## src/rtl/vcp_pkg.sv

```systemverilog
package vcp_pkg;

   // condition class carried in cmp_op[2:1]; cmp_op[0] inverts the class
   localparam logic [1:0] CLS_EQ  = 2'b00;
   localparam logic [1:0] CLS_NIL = 2'b01;
   localparam logic [1:0] CLS_LT  = 2'b10;
   localparam logic [1:0] CLS_LTU = 2'b11;

   typedef enum logic {
      ST_IDLE = 1'b0,
      ST_RUN  = 1'b1
   } seq_st_e;

endpackage

```

## src/rtl/vcp_cmp.sv

```systemverilog
module vcp_cmp #(
   parameter int XLEN    = 32,
   parameter int CMP_SUB = 0
) (
   input  logic [XLEN-1:0] opa,
   input  logic [XLEN-1:0] opb,
   input  logic [2:0]      cond,
   output logic            hit
);
   import vcp_pkg::*;

   logic is_eq, is_lt, is_ltu, base;

   generate
      if (CMP_SUB != 0) begin : g_sub
         // one shared subtractor derives every relation
         logic [XLEN:0] diff;
         assign diff   = {1'b0, opa} - {1'b0, opb};
         assign is_eq  = (diff[XLEN-1:0] == '0);
         assign is_ltu = diff[XLEN];
         assign is_lt  = (opa[XLEN-1] ^ opb[XLEN-1]) ? opa[XLEN-1] : diff[XLEN];
      end else begin : g_direct
         assign is_eq  = (opa == opb);
         assign is_ltu = (opa < opb);
         assign is_lt  = ($signed(opa) < $signed(opb));
      end
   endgenerate

   always_comb begin
      unique case (cond[2:1])
         CLS_EQ:  base = is_eq;
         CLS_LT:  base = is_lt;
         CLS_LTU: base = is_ltu;
         default: base = 1'b0;
      endcase
      hit = (cond[2:1] == CLS_NIL) ? 1'b0 : (base ^ cond[0]);
   end

endmodule

```

## src/rtl/vcp_seq.sv

```systemverilog
module vcp_seq #(
   parameter int MAXVL = 32,
   localparam int VLW  = $clog2(MAXVL + 1)
) (
   input  logic           clk,
   input  logic           rst_n,
   input  logic           start_valid,
   input  logic           any_vec,
   input  logic [VLW-1:0] vl_start,
   input  logic [VLW-1:0] vl_run,
   output logic           start_ready,
   output logic           accept,
   output logic           elem_en,
   output logic [VLW-1:0] elem_idx,
   output logic           last,
   output logic           zero_fin,
   output logic           scalar_br,
   output logic           done
);
   import vcp_pkg::*;

   seq_st_e        st_q;
   logic [VLW-1:0] idx_q;
   logic           scal_q, done_q;
   logic           go_run;

   assign start_ready = (st_q == ST_IDLE);
   assign accept      = start_valid & start_ready;
   assign elem_en     = (st_q == ST_RUN);
   assign elem_idx    = idx_q;
   assign last        = elem_en & (idx_q == vl_run - 1'b1);
   assign zero_fin    = accept & any_vec & (vl_start == '0);
   assign go_run      = accept & any_vec & (vl_start != '0);
   assign scalar_br   = scal_q;
   assign done        = done_q;

   always_ff @(posedge clk or negedge rst_n) begin
      if (!rst_n) begin
         st_q   <= ST_IDLE;
         idx_q  <= '0;
         scal_q <= 1'b0;
         done_q <= 1'b0;
      end else begin
         scal_q <= accept & ~any_vec;
         done_q <= last | zero_fin;
         if (go_run) begin
            st_q  <= ST_RUN;
            idx_q <= '0;
         end else if (elem_en) begin
            if (last) st_q  <= ST_IDLE;
            else      idx_q <= idx_q + 1'b1;
         end
      end
   end


   idx_bound_chk: assert property (@(posedge clk) disable iff (!rst_n)
      elem_en |-> (idx_q < vl_run));


   run_cont_chk: assert property (@(posedge clk) disable iff (!rst_n)
      (elem_en && !last) |=> (elem_en && idx_q == $past(idx_q) + 1'b1));

endmodule

```

## src/rtl/vcp_mask.sv

```systemverilog
module vcp_mask #(
   parameter int XLEN  = 32,
   parameter int MAXVL = 32,
   localparam int VLW  = $clog2(MAXVL + 1)
) (
   input  logic            clk,
   input  logic            rst_n,
   input  logic            clr,
   input  logic            set_en,
   input  logic [VLW-1:0]  set_idx,
   input  logic            set_val,
   input  logic            fin,
   output logic            wr_en,
   output logic [XLEN-1:0] wr_data
);
   logic [MAXVL-1:0] mask_q, mask_nxt, bit_sel;
   logic             wr_q;
   logic [XLEN-1:0]  wd_q;

   assign bit_sel  = (set_en & set_val) ? (MAXVL'(1) << set_idx) : '0;
   assign mask_nxt = (clr ? '0 : mask_q) | bit_sel;
   assign wr_en    = wr_q;
   assign wr_data  = wd_q;

   always_ff @(posedge clk or negedge rst_n) begin
      if (!rst_n) begin
         mask_q <= '0;
         wr_q   <= 1'b0;
         wd_q   <= '0;
      end else begin
         mask_q <= mask_nxt;
         wr_q   <= fin;
         if (fin) wd_q <= XLEN'(mask_nxt);
      end
   end


   set_clr_chk: assert property (@(posedge clk) disable iff (!rst_n)
      !(clr && set_en));

endmodule

```

## src/rtl/vec_cmp_pred.sv

```systemverilog
module vec_cmp_pred #(
   parameter int XLEN    = 32,
   parameter int NREG    = 32,
   parameter int MAXVL   = 32,
   parameter int CMP_SUB = 0,
   localparam int RW     = $clog2(NREG),
   localparam int VLW    = $clog2(MAXVL + 1)
) (
   input  logic            clk,
   input  logic            rst_n,
   input  logic            start_valid,
   output logic            start_ready,
   input  logic [RW-1:0]   src1_reg,
   input  logic [RW-1:0]   src2_reg,
   input  logic            src1_vec,
   input  logic            src2_vec,
   input  logic [2:0]      cmp_op,
   input  logic [VLW-1:0]  vl,
   input  logic [RW-1:0]   pred_reg,
   output logic [RW-1:0]   rf_addr_a,
   output logic [RW-1:0]   rf_addr_b,
   input  logic [XLEN-1:0] rf_data_a,
   input  logic [XLEN-1:0] rf_data_b,
   output logic            scalar_br,
   output logic            pred_we,
   output logic [RW-1:0]   pred_waddr,
   output logic [XLEN-1:0] pred_wdata,
   output logic            done
);

   // elaboration-time parameter checks
   if (XLEN < 2) begin : g_bad_xlen
      $error("vec_cmp_pred: XLEN must be at least 2");
   end
   if (NREG < 2 || (NREG & (NREG - 1)) != 0) begin : g_bad_nreg
      $error("vec_cmp_pred: NREG must be a power of two, at least 2");
   end
   if (MAXVL < 1 || MAXVL > XLEN) begin : g_bad_maxvl
      $error("vec_cmp_pred: MAXVL must lie in 1..XLEN");
   end
   if (CMP_SUB != 0 && CMP_SUB != 1) begin : g_bad_cmp
      $error("vec_cmp_pred: CMP_SUB must be 0 or 1");
   end

   logic [VLW-1:0] vl_eff;
   logic           any_vec;

   // captured request
   logic [RW-1:0]  j_src1, j_src2, j_dst;
   logic           j_v1, j_v2;
   logic [2:0]     j_op;
   logic [VLW-1:0] j_vl;

   logic           accept, elem_en, last, zero_fin, hit;
   logic [VLW-1:0] elem_idx;
   logic [RW-1:0]  off;

   assign vl_eff  = (vl > VLW'(MAXVL)) ? VLW'(MAXVL) : vl;
   assign any_vec = src1_vec | src2_vec;

   always_ff @(posedge clk or negedge rst_n) begin
      if (!rst_n) begin
         j_src1 <= '0;
         j_src2 <= '0;
         j_dst  <= '0;
         j_v1   <= 1'b0;
         j_v2   <= 1'b0;
         j_op   <= '0;
         j_vl   <= '0;
      end else if (accept) begin
         j_src1 <= src1_reg;
         j_src2 <= src2_reg;
         j_dst  <= pred_reg;
         j_v1   <= src1_vec;
         j_v2   <= src2_vec;
         j_op   <= cmp_op;
         j_vl   <= vl_eff;
      end
   end

   // element offset wraps modulo NREG
   assign off        = RW'(elem_idx);
   assign rf_addr_a  = j_src1 + (j_v1 ? off : '0);
   assign rf_addr_b  = j_src2 + (j_v2 ? off : '0);
   assign pred_waddr = j_dst;

   vcp_seq #(.MAXVL(MAXVL)) i_seq (
      .clk         (clk),
      .rst_n       (rst_n),
      .start_valid (start_valid),
      .any_vec     (any_vec),
      .vl_start    (vl_eff),
      .vl_run      (j_vl),
      .start_ready (start_ready),
      .accept      (accept),
      .elem_en     (elem_en),
      .elem_idx    (elem_idx),
      .last        (last),
      .zero_fin    (zero_fin),
      .scalar_br   (scalar_br),
      .done        (done)
   );

   vcp_cmp #(.XLEN(XLEN), .CMP_SUB(CMP_SUB)) i_cmp (
      .opa  (rf_data_a),
      .opb  (rf_data_b),
      .cond (j_op),
      .hit  (hit)
   );

   vcp_mask #(.XLEN(XLEN), .MAXVL(MAXVL)) i_mask (
      .clk     (clk),
      .rst_n   (rst_n),
      .clr     (accept),
      .set_en  (elem_en),
      .set_idx (elem_idx),
      .set_val (hit),
      .fin     (last | zero_fin),
      .wr_en   (pred_we),
      .wr_data (pred_wdata)
   );


   scalar_excl_chk: assert property (@(posedge clk) disable iff (!rst_n)
      scalar_br |-> (!pred_we && !done));


   done_wr_chk: assert property (@(posedge clk) disable iff (!rst_n)
      done == pred_we);


   wr_once_chk: assert property (@(posedge clk) disable iff (!rst_n)
      (pred_we && !start_valid) |=> !pred_we);


   mask_hi_chk: assert property (@(posedge clk) disable iff (!rst_n)
      pred_we |-> ((pred_wdata >> j_vl) == '0));


   ready_after_chk: assert property (@(posedge clk) disable iff (!rst_n)
      (pred_we || scalar_br) |-> start_ready);

endmodule

```

## config.mk

```make
export PLATFORM = sky130hd
export DESIGN_NAME = vec_cmp_pred
export DESIGN_NICKNAME = d
export VERILOG_FILES = /design/src/rtl/vcp_pkg.sv /design/src/rtl/vcp_cmp.sv /design/src/rtl/vcp_seq.sv /design/src/rtl/vcp_mask.sv /design/src/rtl/vec_cmp_pred.sv
export SDC_FILE = /design/constraint.sdc
export NUM_CORES = 1
export LEC_CHECK = 0
export ABC_AREA = 1
export BUFFER_PORTS_ARGS = -buffer_cell sky130_fd_sc_hd__buf_4
export CAP_MARGIN = 20
export CORE_MARGIN = 4
export CORE_UTILIZATION = 45
export CTS_BUF_LIST = sky130_fd_sc_hd__clkbuf_8
export CTS_CLUSTER_SIZE = 16
export DETAILED_ROUTE_END_ITERATION = 6
export PLACE_DENSITY_LB_ADDON = 0.3
export SYNTH_ARGS = -nofsm -noshare
export SYNTH_HDL_FRONTEND = slang
export SYNTH_SLANG_ARGS = --single-unit
```

## constraint.sdc

```tcl
create_clock -name clk -period 2 [get_ports clk]
set_clock_uncertainty 0.2 [all_clocks]
set_input_delay 0.1 -clock clk [delete_from_list [all_inputs] [get_ports clk]]
set_output_delay 0.1 -clock clk [all_outputs]
set_load 0.1 [all_outputs]
```

==> metrics.cfg, run 1 <==
[final_layout]
nets = 1081
multi_input_area_um2 = 3570
area_delta_synth_final_pct = 48.0
num_antenna_cells = 0
regArea_um2 = 2480
fillers = 1038
final_core_util = 0.678
fin_area_um2 = 8980
drive_above_1_share = 0.438

[die]
num_io_pins = 144
core_um2 = 13200
die_w_um = 124
rows = 42
initial_core_util = 0.458
die_area_um2 = 15400
die_h_um = 124

[setup_path]
path_class = flip-flop to output pin
r2r-start = j_vl[0]
path_max_fanout = 3
critical_path.cell_chain = nand2_1, inv_1, ha_2, inv_2, fa_2, o21ai_2, a21oi_2, xor2_4, buf_12
rr_endpoint = i_mask.wr_data[31]
critPathMaxStageDelay_ps = 410
critPathLaunchType = flip-flop
arrival_ps = 2090
end_kind = output pin
r2r_slack_ps = -230
reg2regPathDepth = 14
cp_slowest_cell = dfrtp_2
worst_ep_required_time_ps = 1700

[global_routing]
grt_pass1_vias = 5233
grt_max_degree = 52
grt_usage = 0.200
grt_pass1_wl_mm = 24.4
overflow = 0
antenna_found_initial = 0

[synth]
ys.flop_type = dfrtp_1
synth_edf_count = 0
yosys_warnings = 0
syn_nets = 864
synth_cell_types = 39
synthArstFlopShare = 1.00
avgSynthCellArea_um2 = 8.40
synthCells = 722
syn_area_um2 = 6070
ys_seq_elements = 99
yosysSeqAreaShare = 0.408

[run_status]
outcome = finished, violations left
violations = negative setup slack

[placement]
postPlaceCellArea_um2 = 7740
pre_cts_ws_ps = -271
hpwl_mm = 10.4
port_buffers = 143
gp_congestion = 0.839

[timing]
worstMarginPinSlew_ps = 499
max_freq_ghz = 0.419
final.setup.worst_slack_ps = -389
final.period_utilization = 1.19
final_hold_viol_count = 0
drv_slew = 0
setup_viol = 47
min_period_ps = 2390
rsz0062_at_grt = true
timing.slew.headroom = 0.664

[run]
drv_cap = 0

[clock_tree]
clock_latency_ps = 370
cts.sinks = 99
clkTransAtPathRegs_ps = 100
htreeDepth = 3
numCtsBuffers = 9
root_buffer = clkbuf_8
clock_path_buffers = 2
cts_tree = yes

[route]
vias = 5361
drt-pass1-iter-count = 4
routed_wl_mm = 15.4
vias_per_cell = 4.79
routedWlPerCell_um = 13.8
drc = 0
dr.first_iter.drc_count = 268
antenna_left = 0

[min_path]
min_path_type = primary input to asynchronous set/reset pin

[pwr]
ir_drop_v = 0.00149
p_leak_nw = 4.93
power_density_nw_per_um2 = 1740

repair_timing:
| item | in CTS | in global routing |
|---|---|---|
| cloned | 5 | 0 |
| pin swaps | 32 | 34 |
| endpoints found under the setup margin | 43 | 50 |
| hold buffers | 32 | 0 |
| hold endpoints to repair | 126 | 0 |
| gates resized for setup | 79 | 78 |
| buffers inserted | 11 | 6 |
metrics by stage:
stage | setup TNS (ps) | instances | power (mW) | hold WS [ps]
2_1_floorplan | -606 | 722 | 10.8 | -396
3_3_place_gp | -10140 | 1055 | 12.8 | -108
3_5_place_dp | -12860 | 1055 | 12.8 | -104
4_1_cts | -6110 | 1118 | 15.2 | 26.2
5_1_grt | -16310 | 1120 | 16.4 | 47.9
6_report | -9580 | 1120 | 15.6 | 28.9
registers in the layout (all words and copies together), names as in the netlist:
register	cells
i_seq.elem_en	1
j_v1	1
i_mask.wr_en	1
j_op	3
j_src1	5
i_seq.elem_idx	6
i_mask.mask_q	32
i_mask.wr_data	32
pred_waddr	5
i_seq.scalar_br	1
j_vl	6
j_src2	5
j_v2	1
cells in the mapped netlist, types with 3 or more instances:
master,instances,share of area
clkbuf_8,5,0.011
xor2_1,12,0.017
nand2_2,37,0.038
inv_2,8,0.0049
a21oi_1,18,0.015
nor3_1,5,0.0041
o21ai_0,16,0.013
nand2_1,250,0.15
xnor2_1,4,0.0058
dfrtp_1,99,0.41
nor2_1,46,0.028
buf_2,3,0.0025
inv_1,71,0.044
nand3_2,3,0.0049
nand4_2,30,0.062
buf_8,6,0.015
dlygate4sd1_1,3,0.0043
clkbuf_1,5,0.0031
o21ai_1,4,0.0033
nand4_1,5,0.0052
nand3_1,20,0.016
nand2_4,3,0.0056
ha_1,47,0.097
routing by layer:
metal,global-route usage,part of all wire,wire length (µm)
met1,0.271,0.44,6720
met2,0.331,0.49,7520
met3,0.0313,0.062,952
met4,0.0595,0.014,221
met5,0,0,0
worst max-delay path by stage:
stage,cells after the start,start,to,slack [ps]
floorplan,8,i_seq.elem_idx[0],rf_addr_b[4],-230
global placement,18,rf_data_a[31],i_mask.wr_data[21],-230
finish,9,i_seq.elem_idx[0],rf_addr_a[4],-390
detailed placement,18,rf_data_a[31],i_mask.wr_data[20],-270
global route,9,i_seq.elem_idx[0],rf_addr_a[4],-470
CTS,9,i_seq.elem_idx[0],rf_addr_b[4],-380
cells by family (layout without fill, tap and decap cells):
family                   count (synthesis)  count (layout)  synth area share
XOR/XNOR                                16              16            0.0231
AO/OA/AOI/OAI                           45              45            0.0404
flip-flops                              99              99             0.408
AND/OR/NAND/NOR                        404             404             0.327
buffers and inverters                  109             331            0.0973
adder cells (fa/ha/maj)                 49              49             0.104
cell usage in the layout, fill, tap and decap left out, drive strengths merged, types with 5 or more instances in the layout:
cell         synthesis  final
nand2              290    290
buf                 12    202
dfrtp               99     99
inv                 80     82
nor2                48     48
ha                  47     47
nand4               35     35
dlygate4sd3          2     32
nand3               24     24
a21oi               20     20
o21ai               20     20
xor2                12     12
clkbuf              10      9
nor3                 5      5
final cells by class:
cell class,instances,area share
Clock inverter,7,0.00557
Tap cell,176,0.0245
Sequential cell,99,0.276
Clock buffer,9,0.0138
Inverter,81,0.0373
Timing Repair Buffer,234,0.244
Multi-Input combinational cell,514,0.398
worst max-delay path: cells and delay by family (launching register included):
family / cells / cell delay [ps]
AOI/OAI and AO/OA: 2 / 270
buffers and inverters: 3 / 280
adders and majority gates: 2 / 530
and+or+nand+nor: 1 / 60
DFF: 1 / 410
xor gates and xnor gates: 1 / 170
report_power, final:
group | switching, mW | total (mW) | leakage (nW) | internal [mW]
Clock | 0.714 | 1.17 | 0.0878 | 0.459
Combinational | 7.35 | 11.1 | 3.54 | 3.76
Sequential | 0.537 | 3.31 | 1.30 | 2.77
No activity file was read; power rests on OpenSTA's default activity.
==> inputs of run 2 (changes only) <==
--- a/config.mk
+++ b/config.mk
@@ -14,6 +14,7 @@
 export CTS_CLUSTER_SIZE = 16
 export DETAILED_ROUTE_END_ITERATION = 6
 export PLACE_DENSITY_LB_ADDON = 0.3
+export SKIP_CTS_REPAIR_TIMING = 1
 export SYNTH_ARGS = -nofsm -noshare
 export SYNTH_HDL_FRONTEND = slang
 export SYNTH_SLANG_ARGS = --single-unit
==> metrics.cfg, run 2 (same netlist as run 1, synthesis figures left out) <==
[run_status]
outcome = finished, violations left
violations = negative setup slack

[final_layout]
num_antenna_cells = 0  ; unchanged
mostFrequentLayoutCell = nand2_1
area_delta_synth_final_pct = 44.4
fillers = 1061  ; +2.2%
nets = 1071  ; -0.93%
regArea_um2 = 2480  ; unchanged
mostFrequentLayoutCells = nand2_1 (199), buf_4 (165), dfrtp_1 (97)
fin_area_um2 = 8760  ; -2.4%
multi_input_area_um2 = 3520  ; -1.6%
fin_cells = 1110  ; -0.89%
drive_above_1_share = 0.415  ; -0.0221

[timing]
final.setup.worst_slack_ps = -396  ; -7.66 ps
final.period_utilization = 1.20  ; +0.00383
setup_tns_ps = -6030  ; +3550 ps
min_period_ps = 2400  ; +7.66 ps
max_freq_ghz = 0.417  ; -0.32%
final_hold_viol_count = 0  ; unchanged
fin_hold_ws_ps = 22.1  ; -6.72 ps
worstMarginPinSlew_ps = 499  ; -0.0685 ps
timing.slew.headroom = 0.667  ; +0.00231
setup_viol = 44  ; -6.4%
drv_slew = 0  ; unchanged
rsz0062_at_grt = true

[clock_tree]
cts_tree = yes
clkTransAtPathRegs_ps = 100  ; about the same
numCtsBuffers = 9  ; unchanged
clock_path_buffers = 2  ; unchanged
root_buffer = clkbuf_8
htreeDepth = 3  ; unchanged
clock_latency_ps = 370  ; about the same
cts.sinks = 99  ; unchanged

[route]
drt-pass1-iter-count = 5  ; +1
drc = 0  ; unchanged
vias = 5250  ; -2.1%
antenna_left = 0  ; unchanged
routedWlPerCell_um = 13.4  ; -2.4%
routed_wl_mm = 14.9  ; -3.3%
vias_per_cell = 4.73  ; -1.2%
dr.first_iter.drc_count = 288  ; +7.5%

[run]
drv_cap = 0  ; unchanged

[die]
die_area_um2 = 15400  ; unchanged
initial_core_util = 0.458  ; unchanged
die_w_um = 124  ; unchanged
num_io_pins = 144  ; unchanged
rows = 42  ; unchanged
die_h_um = 124  ; unchanged
core_um2 = 13200  ; unchanged

[placement]
port_buffers = 143  ; unchanged
postPlaceCellArea_um2 = 7740  ; unchanged
dpl.cell_count = 1055  ; unchanged
hpwl_mm = 10.4  ; unchanged
pre_cts_ws_ps = -271  ; unchanged
gp_congestion = 0.839  ; unchanged

[setup_path]
r2r-start = i_seq.elem_idx[0]
path_max_fanout = 4  ; +1
worst_ep_required_time_ps = 1700  ; about the same
rr_endpoint = i_seq.elem_idx[5]
end_kind = output pin
reg2regPathDepth = 14  ; unchanged
path_class = flip-flop to output pin
critPathLaunchType = flip-flop
r2r_slack_ps = -150  ; +80 ps
arrival_ps = 2100  ; about the same

[global_routing]
grt_pass1_wl_mm = 22.3  ; -8.8%
grt_usage = 0.181  ; -0.0191
overflow = 0  ; unchanged
grt_max_degree = 52  ; unchanged
antenna_found_initial = 0  ; unchanged
grt_pass1_vias = 4786  ; -8.5%

[min_path]
min_path_type = primary input to asynchronous set/reset pin

[pwr]
power_density_nw_per_um2 = 1750  ; +0.60%
ir_drop_v = 0.00163  ; +9.6%
p_leak_nw = 4.74  ; -3.9%

[run 2: metrics by stage]
stage                     utilization  total power [mW]
after floorplan                     -              10.8
after global placement          0.585              12.8
after detailed placement        0.585              12.8
after CTS                       0.598              14.0
after global routing            0.662              16.1
final                           0.662              15.3
[run 2: where the power goes]
part           switching (mW)  internal [mW]
clock                   0.724          0.459
combinational            7.17           3.62
sequential              0.557           2.77
[run 2: worst max-delay path, cell delays in order, from the launching register on]
cell	delay, ps
dfrtp_1	410
buf_6	130
buf_6	110
nand2_2	60
inv_2	40
ha_4	240
inv_4	60
o21ai_2	60
a21oi_2	220
xor2_4	200
buf_12	190
[run 2: metal layers]
metal / up-vias / global-route usage / routed length [µm]
li1: 2692 / - / -
met1: 2421 / 0.250 / 6550
met2: 125 / 0.293 / 7230
met3: 12 / 0.0309 / 961
met4: 0 / 0.0520 / 174
met5: - / 0 / 0
[run 2: how the worst max path moves through the flow]
stage	to	startpoint	cells past startpoint	slack (ps)
after floorplan	rf_addr_b[4]	i_seq.elem_idx[0]	8	-230
after global placement	i_mask.wr_data[21]	rf_data_a[31]	18	-230
after detailed placement	i_mask.wr_data[20]	rf_data_a[31]	18	-270
after CTS	rf_addr_a[4]	i_seq.elem_idx[0]	9	-460
after global routing	rf_addr_a[4]	i_seq.elem_idx[0]	9	-490
final	rf_addr_a[4]	j_v1	10	-400
[run 2: layout make-up]
| type | instances | area share |
|---|---|---|
| Inverter | 81 | 0.0378 |
| Clock inverter | 7 | 0.00571 |
| Sequential cell | 99 | 0.283 |
| Timing Repair Buffer | 224 | 0.233 |
| Multi-Input combinational cell | 514 | 0.401 |
| Tap cell | 176 | 0.0251 |
| Clock buffer | 9 | 0.0141 |
==> inputs of run 3 (changes only) <==
--- a/config.mk
+++ b/config.mk
@@ -10,7 +10,6 @@
 export CAP_MARGIN = 20
 export CORE_MARGIN = 4
 export CORE_UTILIZATION = 45
-export CTS_BUF_LIST = sky130_fd_sc_hd__clkbuf_8
 export CTS_CLUSTER_SIZE = 16
 export DETAILED_ROUTE_END_ITERATION = 6
 export PLACE_DENSITY_LB_ADDON = 0.3
==> metrics.cfg, run 3 (same netlist as run 1, synthesis figures left out) <==
[route]
dr.first_iter.drc_count = 281  ; -2.4%
vias_per_cell = 4.72  ; -0.11%
antenna_left = 0  ; unchanged
drc = 0  ; unchanged
routedWlPerCell_um = 13.4  ; -0.29%
drt-pass1-iter-count = 4  ; -1
vias = 5244  ; -0.11%
routed_wl_mm = 14.9  ; -0.29%

[timing]
worstMarginPinSlew_ps = 499  ; +0.672 ps
timing.slew.headroom = 0.664  ; -0.00271
final_hold_viol_count = 0  ; unchanged
drv_slew = 0  ; unchanged
min_period_ps = 2380  ; -13.9 ps
max_freq_ghz = 0.420  ; +0.58%
setup_viol = 44  ; unchanged
final.setup.worst_slack_ps = -382  ; +13.9 ps
final.period_utilization = 1.19  ; -0.00693
rsz0062_at_grt = true

[die]
die_w_um = 124  ; unchanged
initial_core_util = 0.458  ; unchanged
core_um2 = 13200  ; unchanged
num_io_pins = 144  ; unchanged
die_h_um = 124  ; unchanged
rows = 42  ; unchanged
die_area_um2 = 15400  ; unchanged

[clock_tree]
clock_path_buffers = 2  ; unchanged
numCtsBuffers = 9  ; unchanged
clock_latency_ps = 340  ; -30 ps
root_buffer = clkbuf_16
cts.sinks = 99  ; unchanged
cts_tree = yes
htreeDepth = 3  ; unchanged
clkTransAtPathRegs_ps = 70  ; -30 ps

[global_routing]
grt_pass1_vias = 4794  ; +0.17%
grt_pass1_wl_mm = 22.3  ; +0.40%
grt_max_degree = 52  ; unchanged
overflow = 0  ; unchanged
antenna_found_initial = 0  ; unchanged
grt_usage = 0.181  ; +0.000835

[pwr]
p_leak_nw = 4.77  ; +0.66%
p_int_mw = 7.20  ; +5.1%
combPwrFrac = 0.685  ; -0.020
swShare = 0.539  ; -0.0131
power_density_nw_per_um2 = 1790  ; +2.2%
clkPwrFrac = 0.104  ; +0.027
ir_drop_v = 0.00173  ; +5.8%
power_switching_mw = 8.43  ; -0.31%
finalPower_mw = 15.6  ; +2.1%
pwr-share-seq = 0.211  ; -0.006

[final_layout]
area_delta_synth_final_pct = 44.2  ; about the same
mostFrequentLayoutCell = nand2_1
drive_above_1_share = 0.385  ; -0.0300
nets = 1071  ; unchanged
mostFrequentLayoutCells = nand2_1 (227), buf_4 (165), dfrtp_1 (97)
fillers = 1059  ; -0.19%
final_core_util = 0.661  ; about the same
num_antenna_cells = 0  ; unchanged
fin_area_um2 = 8750  ; about the same

[placement]
gp_congestion = 0.839  ; unchanged
postPlaceCellArea_um2 = 7740  ; unchanged
port_buffers = 143  ; unchanged
hpwl_mm = 10.4  ; unchanged

[setup_path]
critPathLaunchType = flip-flop
arrival_ps = 2080  ; -20 ps
worst_ep_required_time_ps = 1700  ; about the same
end_kind = output pin
path_class = flip-flop to output pin
path_max_fanout = 4  ; unchanged

[run_status]
outcome = finished, violations left
violations = negative setup slack

[run]
drv_cap = 0  ; unchanged

[min_path]
min_path_type = primary input to asynchronous set/reset pin

run 3: cell types whose count changed in the layout (fill, tap and decap cells not counted):
cell,previous run,this run
nand2_4,21,13
nand2_2,70,50
clkbuf_8,9,0
nand2_1,199,227
inv_1,63,62
clkbuf_1,0,1
clkbuf_16,2,11
run 3: worst paths after layout:
check | start | end | slack (ps) | cells after the start
min in group clk | vl[3] | i_seq.elem_en | 130 | 5
worst max-delay path | j_v1 | rf_addr_a[4] | -380 | 10
worst min register to register | i_mask.mask_q[30] | i_mask.mask_q[30] | 270 | 2
worst min-delay path | rst_n | i_mask.mask_q[10] | 60 | 2
worst max register to register | j_vl[0] | i_mask.wr_data[10] | -170 | 13
max in group asynchronous | rst_n | j_vl[0] | 920 | 3
run 3: cell type report:
class / instances / area, µm² / area share
multi-input cells: 514 / 3410 / 0.389
inverters: 81 / 332 / 0.0379
repair buffers: 224 / 2040 / 0.233
clock inverters: 6 / 46.3 / 0.00529
flip-flops and latches: 99 / 2480 / 0.283
well taps: 176 / 220 / 0.0252
clock buffers: 10 / 229 / 0.0262
run 3: power by group through the flow:
stage                     sequential [mW]  combinational, mW  clock [mW]
after floorplan                      5.00               5.80           0
after global placement               3.24               9.51           0
after detailed placement             3.25               9.60           0
after CTS                            3.23               9.60        1.66
after global routing                 3.39               11.3        1.74
final                                3.30               10.7        1.62
run 3: per-stage QoR:
stage,cells,hold slack [ps],worst slack (ps),setup TNS (ps)
6_report,1110,62.4,-382,-6970
5_1_grt,1110,90.8,-454,-11740
4_1_cts,1071,-478,-421,-5500
3_5_place_dp,1055,-104,-271,-12860
3_3_place_gp,1055,-108,-228,-10140
2_1_floorplan,722,-396,-232,-606
run 3: critical path, stage by stage, from the launching register on:
cell and delay (ps):
dfrtp_1 410, buf_6 130, buf_6 110, nand2_2 60
inv_2 40, ha_4 240, inv_4 60, o21ai_2 60
a21oi_2 230, xor2_4 200, buf_12 190
run 3: routing by layer:
metal,up-vias,GRT usage,part of all wire
li1,2697,-,-
met1,2405,0.250,0.45
met2,132,0.296,0.48
met3,10,0.0377,0.067
met4,0,0.0411,0.0091
met5,-,0,0
